--- src/rtl/irqpend_pkg.sv ---
`timescale 1ns/1ps
package irqpend_pkg;
    // Register windows (byte offsets) seen by software
    localparam int SET_BASE  = 32'h200;
    localparam int CLR_BASE  = 32'h280;
    localparam int WIN_BYTES = 32'h80;
    // IDs reserved for software-generated interrupts; clear writes skip them
    localparam int SGI_COUNT = 16;
    localparam int BITS_PER_BYTE = 8;
endpackage

--- src/rtl/irqpend_wr_decode.sv ---
`timescale 1ns/1ps
module irqpend_wr_decode
    import irqpend_pkg::*;
#(
    parameter int NUM_IRQ = 32,
    parameter int NUM_CPU = 8,
    parameter int OFF_W   = 12,
    localparam int CPU_W  = (NUM_CPU > 1) ? $clog2(NUM_CPU) : 1
) (
    input  logic               wr_en_i,
    input  logic [OFF_W-1:0]   wr_off_i,
    input  logic [7:0]         wr_data_i,
    input  logic [CPU_W-1:0]   wr_cpu_i,
    output logic [NUM_IRQ-1:0] set_hit_o,
    output logic [NUM_IRQ-1:0] clr_hit_o,
    output logic [NUM_CPU-1:0] wr_cpu_oh_o
);
    localparam logic [OFF_W-1:0] SET_LO = OFF_W'(SET_BASE);
    localparam logic [OFF_W-1:0] SET_HI = OFF_W'(SET_BASE + WIN_BYTES);
    localparam logic [OFF_W-1:0] CLR_LO = OFF_W'(CLR_BASE);
    localparam logic [OFF_W-1:0] CLR_HI = OFF_W'(CLR_BASE + WIN_BYTES);

    logic             in_set;
    logic             in_clr;
    logic [OFF_W-1:0] set_byte;
    logic [OFF_W-1:0] clr_byte;

    always_comb begin
        in_set   = wr_en_i && (wr_off_i >= SET_LO) && (wr_off_i < SET_HI);
        in_clr   = wr_en_i && (wr_off_i >= CLR_LO) && (wr_off_i < CLR_HI);
        set_byte = wr_off_i - SET_LO;
        clr_byte = wr_off_i - CLR_LO;
    end

    // IDs at or above NUM_IRQ have no decode slot, so such writes vanish
    for (genvar i = 0; i < NUM_IRQ; i++) begin : g_id
        localparam int BYTE_I = i / BITS_PER_BYTE;
        localparam int BIT_I  = i % BITS_PER_BYTE;
        assign set_hit_o[i] = in_set && (set_byte == OFF_W'(BYTE_I)) && wr_data_i[BIT_I];
        if (i < SGI_COUNT) begin : g_sgi
            assign clr_hit_o[i] = 1'b0;
        end else begin : g_spi
            assign clr_hit_o[i] = in_clr && (clr_byte == OFF_W'(BYTE_I)) && wr_data_i[BIT_I];
        end
    end

    for (genvar c = 0; c < NUM_CPU; c++) begin : g_cpu
        assign wr_cpu_oh_o[c] = (wr_cpu_i == CPU_W'(c));
    end
endmodule

--- src/rtl/irqpend_ack_decode.sv ---
`timescale 1ns/1ps
module irqpend_ack_decode #(
    parameter int NUM_IRQ = 32,
    parameter int NUM_CPU = 8,
    localparam int CPU_W  = (NUM_CPU > 1) ? $clog2(NUM_CPU) : 1,
    localparam int ID_W   = (NUM_IRQ > 1) ? $clog2(NUM_IRQ) : 1
) (
    input  logic               ack_en_i,
    input  logic [ID_W-1:0]    ack_id_i,
    input  logic [CPU_W-1:0]   ack_cpu_i,
    output logic [NUM_IRQ-1:0] ack_hit_o,
    output logic [NUM_CPU-1:0] ack_cpu_oh_o
);
    for (genvar i = 0; i < NUM_IRQ; i++) begin : g_id
        assign ack_hit_o[i] = ack_en_i && (ack_id_i == ID_W'(i));
    end
    for (genvar c = 0; c < NUM_CPU; c++) begin : g_cpu
        assign ack_cpu_oh_o[c] = (ack_cpu_i == CPU_W'(c));
    end
endmodule

--- src/rtl/irqpend_cell.sv ---
`timescale 1ns/1ps
module irqpend_cell #(
    parameter int NUM_CPU = 8
) (
    input  logic               clk,
    input  logic               rst,
    input  logic               line_i,
    input  logic               edge_mode_i,
    input  logic               any_mode_i,
    input  logic [NUM_CPU-1:0] target_i,
    input  logic               set_wr_i,
    input  logic               clr_wr_i,
    input  logic [NUM_CPU-1:0] wr_cpu_oh_i,
    input  logic               ack_i,
    input  logic [NUM_CPU-1:0] ack_cpu_oh_i,
    output logic [NUM_CPU-1:0] pend_o
);
    typedef struct packed {
        logic [NUM_CPU-1:0] pend;
        logic [NUM_CPU-1:0] sw;
        logic               line;
    } cell_state_t;

    cell_state_t state_d, state_q;

    logic               rise, fall, hw_set;
    logic [NUM_CPU-1:0] set_mask, sw_set_mask, ack_mask, clr_wr_mask, pend_clr;

    always_comb begin
        rise   = line_i & ~state_q.line;
        fall   = ~line_i & state_q.line;
        hw_set = edge_mode_i ? rise : line_i;

        set_mask    = (set_wr_i || hw_set) ? target_i : '0;
        sw_set_mask = (set_wr_i && !edge_mode_i) ? target_i : '0;
        ack_mask    = ack_i ? (any_mode_i ? '1 : ack_cpu_oh_i) : '0;
        clr_wr_mask = clr_wr_i ? wr_cpu_oh_i : '0;

        pend_clr = ack_mask;
        if (clr_wr_i && (edge_mode_i || !line_i))
            pend_clr = pend_clr | wr_cpu_oh_i;
        if (fall && !edge_mode_i)
            pend_clr = pend_clr | ~state_q.sw;

        // clears first, sets last: a set in the same cycle wins
        state_d.sw   = (state_q.sw & ~ack_mask & ~clr_wr_mask) | sw_set_mask;
        state_d.pend = (state_q.pend & ~pend_clr) | set_mask;
        state_d.line = line_i;
    end

    always_ff @(posedge clk) begin
        if (rst) state_q <= '0;
        else     state_q <= state_d;
    end

    assign pend_o = state_q.pend;
endmodule

--- src/rtl/irqpend_top.sv ---
`timescale 1ns/1ps
module irqpend_top #(
    parameter int NUM_IRQ = 32,
    parameter int NUM_CPU = 8,
    parameter int OFF_W   = 12,
    localparam int CPU_W  = (NUM_CPU > 1) ? $clog2(NUM_CPU) : 1,
    localparam int ID_W   = (NUM_IRQ > 1) ? $clog2(NUM_IRQ) : 1
) (
    input  logic                       clk,
    input  logic                       rst,
    input  logic [NUM_IRQ-1:0]         irq_line_i,
    input  logic [NUM_IRQ-1:0]         cfg_edge_i,
    input  logic [NUM_IRQ-1:0]         cfg_any_i,
    input  logic [NUM_IRQ*NUM_CPU-1:0] cfg_target_i,
    input  logic                       wr_en_i,
    input  logic [OFF_W-1:0]           wr_off_i,
    input  logic [7:0]                 wr_data_i,
    input  logic [CPU_W-1:0]           wr_cpu_i,
    input  logic                       ack_en_i,
    input  logic [ID_W-1:0]            ack_id_i,
    input  logic [CPU_W-1:0]           ack_cpu_i,
    output logic [NUM_CPU*NUM_IRQ-1:0] pend_o
);
    logic [NUM_IRQ-1:0] set_hit, clr_hit, ack_hit;
    logic [NUM_CPU-1:0] wr_cpu_oh, ack_cpu_oh;
    logic [NUM_CPU-1:0] cell_pend [NUM_IRQ];

    irqpend_wr_decode #(.NUM_IRQ(NUM_IRQ), .NUM_CPU(NUM_CPU), .OFF_W(OFF_W)) u_wr (
        .wr_en_i     (wr_en_i),
        .wr_off_i    (wr_off_i),
        .wr_data_i   (wr_data_i),
        .wr_cpu_i    (wr_cpu_i),
        .set_hit_o   (set_hit),
        .clr_hit_o   (clr_hit),
        .wr_cpu_oh_o (wr_cpu_oh)
    );

    irqpend_ack_decode #(.NUM_IRQ(NUM_IRQ), .NUM_CPU(NUM_CPU)) u_ack (
        .ack_en_i     (ack_en_i),
        .ack_id_i     (ack_id_i),
        .ack_cpu_i    (ack_cpu_i),
        .ack_hit_o    (ack_hit),
        .ack_cpu_oh_o (ack_cpu_oh)
    );

    for (genvar i = 0; i < NUM_IRQ; i++) begin : g_cell
        irqpend_cell #(.NUM_CPU(NUM_CPU)) u_cell (
            .clk          (clk),
            .rst          (rst),
            .line_i       (irq_line_i[i]),
            .edge_mode_i  (cfg_edge_i[i]),
            .any_mode_i   (cfg_any_i[i]),
            .target_i     (cfg_target_i[i*NUM_CPU +: NUM_CPU]),
            .set_wr_i     (set_hit[i]),
            .clr_wr_i     (clr_hit[i]),
            .wr_cpu_oh_i  (wr_cpu_oh),
            .ack_i        (ack_hit[i]),
            .ack_cpu_oh_i (ack_cpu_oh),
            .pend_o       (cell_pend[i])
        );
        for (genvar c = 0; c < NUM_CPU; c++) begin : g_map
            assign pend_o[c*NUM_IRQ + i] = cell_pend[i][c];
        end
    end
endmodule

--- config.mk ---
export PLATFORM = sky130hd
export DESIGN_NAME = irqpend_top
export DESIGN_NICKNAME = d
export VERILOG_FILES = /design/src/rtl/irqpend_pkg.sv /design/src/rtl/irqpend_wr_decode.sv /design/src/rtl/irqpend_ack_decode.sv /design/src/rtl/irqpend_cell.sv /design/src/rtl/irqpend_top.sv
export SDC_FILE = /design/constraint.sdc
export NUM_CORES = 1
export LEC_CHECK = 0
export ABC_CLOCK_PERIOD_IN_PS = 2600
export BUFFER_PORTS_ARGS = -buffer_cell sky130_fd_sc_hd__clkbuf_2
export CAP_MARGIN = 20
export CORE_AREA = 2 2 248 250
export DETAILED_ROUTE_END_ITERATION = 16
export DIE_AREA = 0 0 250 252
export GPL_ROUTABILITY_DRIVEN = 0
export PLACE_DENSITY = 0.7
export SKIP_LAST_GASP = 1
export SYNTH_ARGS = -nofsm -noshare
export SYNTH_HDL_FRONTEND = slang
export SYNTH_SLANG_ARGS = --single-unit
--- constraint.sdc ---
create_clock -name clk -period 2.6 [get_ports clk]
set_input_delay 0 -clock clk [delete_from_list [all_inputs] [get_ports clk]]
set_output_delay 0 -clock clk [all_outputs]
set_load 0.005 [all_outputs]
==> run metrics <==
Setup TNS 0 ps; Skew-Pair Late Insertion Delay 640 ps; Final Critical Period 2540 ps; Chip Height 252 µm; via count 30,800; cell taking the most area after synthesis dfxtp_1; fin cells 4,853; Least-Margin Pin Slew 1190 ps; TritonCTS sink count 544; post-route ant nets 0; vias in the first global route 30,300; Die ar. 63,000 µm²; detailed placement HPWL 80.0 mm; WP data arrival 3090 ps; CTS Buf Count 58; crit path max fanout 13; final instance area 37,600 µm²; Port Buffers 642; FP Rows 90; Yosys cell types 66; CTS tree done; initial antenna violation count 25; final setup vio count 0; Nets 4,399; largest net degree at the start of global routing 100; Setup WS pre-CTS 156 ps; fraction of layout cells with a size suffix above 1 24.7%; Peak supply drop 500 µV; Synth Warn # 0; Hold Violations, Final 0; outcome finished clean; share of the synthesized area in the top cell type 39.6%; Pins Over Slew Limit 0; drt via density 6.35; IO Pins 643; Mean Syn Cell Area 8.73 µm²; WHS 31.4 ps; Iter 0 DRT Violations 3,125; synth top area cells dfxtp_1 40%, buf_4 7.0%, o2bb2ai_1 5.5%; Die W 250 µm; core area 60,100 µm²; worst min-delay path category input port to register; Post-synth EDFFs 0; P per Cell Area 549 nW/µm²; Remaining Overflow, GRT 0; # fillers 4,860; #FFs+latches synth 544; sequential fraction of the synthesis area 39.6%; ys async rst share 0%; fmax 394 MHz; Pleak 15.3 nW; Clock Path Buffers 3; placed instance area 30,000 µm²; htree depth 2; relative slew slack 20.8%; Worst setup SP type input port; Routed WL per cell 26.1 µm; critical path class input port to register; DRT Wirelength 126 mm; Final Cycle Share 97.5%; Total GRT Usage 38.2%; Synth Cell Area 27,500 µm²; final setup margin 64.6 ps; iteration count of the initial detailed-routing pass 6; Synth Net Count 3,542; Root Buffer clkbuf_16; Max-Cap Viols 0; critical path endpoint category register; Core Util, Final 62.6%; Layout Skew 26.5 ps; Clk pin slew, worst setup/hold paths 60 ps; Tot Pwr 20.6 mW; prevailing post-synth register cell dfxtp_1; unrepaired setup endpoints after global routing false; dpl cells 4,167; first-pass GRT wire length 186 mm; post-CTS sizing 0; DR DRC count 0; Initial Util 45.8%; critical path required time 3150 ps; Area growth syn-to-layout 36.7%; Cells after Synth 3,152
==> sequential cells by signal, indices dropped and copies added, names as in the netlist <==
signal,cells
g_cell.u_cell.pend_o,256
g_cell.u_cell.state_q,288
==> metal layers <==
layer	vias to the layer above	global-route usage [%]	part of all wire, %
met5	-	0	0.077
met4	16	24.0	7.0
met3	600	9.57	11
met2	2193	61.4	45
met1	14500	45.8	37
li1	13500	-	-
==> power by group <==
part           internal, mW  total, mW  switching (mW)
registers              8.69       8.93           0.248
logic                  1.38       3.14            1.76
clock network          4.96       8.57            3.60
total                  15.0       20.6            5.61
==> cell usage after synthesis, types with 8 or more instances <==
cell	count
a21oi_1	12
nor4_4	8
clkbuf_1	206
nor3_1	111
a31oi_1	53
nor3b_1	11
nand3_1	170
nand2_1	89
and3_1	9
buf_4	256
or3b_2	24
nand4b_1	8
nand4_1	32
nor2_1	29
buf_1	58
a31o_2	17
o21a_1	69
and4b_1	10
a22o_1	90
o2bb2ai_1	172
a32o_1	24
o22ai_1	112
o211ai_1	195
or2_2	44
dfxtp_1	544
nor4_1	117
a22oi_1	9
nor2b_1	37
inv_1	224
o21ai_0	150
o2111ai_1	153
==> worst paths after layout <==
kind	slack, ps	depth (start not counted)	startpoint	to
setup / recovery	60	7	rst	g_cell[19].u_cell.state_q[3]$_SDFF_PP0_
hold / removal	30	4	cfg_edge_i[29]	g_cell[29].u_cell.pend_o[1]$_SDFF_PP0_
setup reg to reg	110	5	g_cell[1].u_cell.state_q[0]$_SDFF_PP0_	g_cell[1].u_cell.pend_o[2]$_SDFF_PP0_
hold reg to reg	440	2	g_cell[15].u_cell.state_q[7]$_SDFF_PP0_	g_cell[15].u_cell.state_q[7]$_SDFF_PP0_
==> final cells by class <==
| cell class | instances | area, µm² | area share [%] |
|---|---|---|---|
| Antenna cell | 20 | 50.0 | 0.133 |
| Clock buffer | 87 | 1730 | 4.60 |
| Clock inverter | 15 | 200 | 0.532 |
| Inverter | 225 | 852 | 2.26 |
| Multi-Input combinational cell | 1850 | 13000 | 34.4 |
| Sequential cell | 544 | 10900 | 28.9 |
| Tap cell | 782 | 978 | 2.60 |
| Timing Repair Buffer | 1330 | 9960 | 26.5 |
==> cell usage in the layout (no fill, tap or decap), types with 8 or more instances in the layout <==
cell type and n:
a31o_2 17, clkbuf_8 17, a31oi_1 53, o21ai_0 150, nor4b_2 8, a22o_1 90
a32o_1 24, or3b_2 24, o211ai_1 195, nand2_1 87, o21a_1 69, a21oi_1 12
clkbuf_1 12, nor4_4 9, buf_4 114, clkbuf_16 58, nand4b_1 8, diode_2 20
o2111ai_1 153, nor2b_1 35, or2_2 44, buf_12 15, nor3b_1 8, clkbuf_2 641
nor4_1 117, nor2_1 28, o22ai_1 112, nand4_1 32, dfxtp_1 544, o2bb2ai_1 172
nor3_1 110, dlygate4sd3_1 559, and3_1 9, and4b_1 10, inv_1 224, nand3_1 169
==> critical path, cell delays in order <==
cell and delay [ps]:
dlygate4sd3_1 570, buf_4 170, or3b_1 380, or4_4 710
nor4_4 480, a32o_1 210, dlygate4sd3_1 560
==> cell families (layout without fill, tap and decap cells) <==
group | Yosys count | count (layout) | share of synthesized area [%]
buf+inv | 758 | 1657 | 13.9
xor+xnor | 3 | 3 | 0.0955
simple gates | 752 | 752 | 16.3
other cells | 0 | 20 | 0
flops | 544 | 544 | 39.6
compound gates | 1092 | 1092 | 30.0
fa+ha+maj | 3 | 3 | 0.136
==> repair_timing <==
action,CTS,global route
hold buffers,561,0
endpoints found under the hold margin,544,0
setup buffers,0,4
setup endpoints to repair,0,9
No activity file was read; power rests on OpenSTA's default activity.
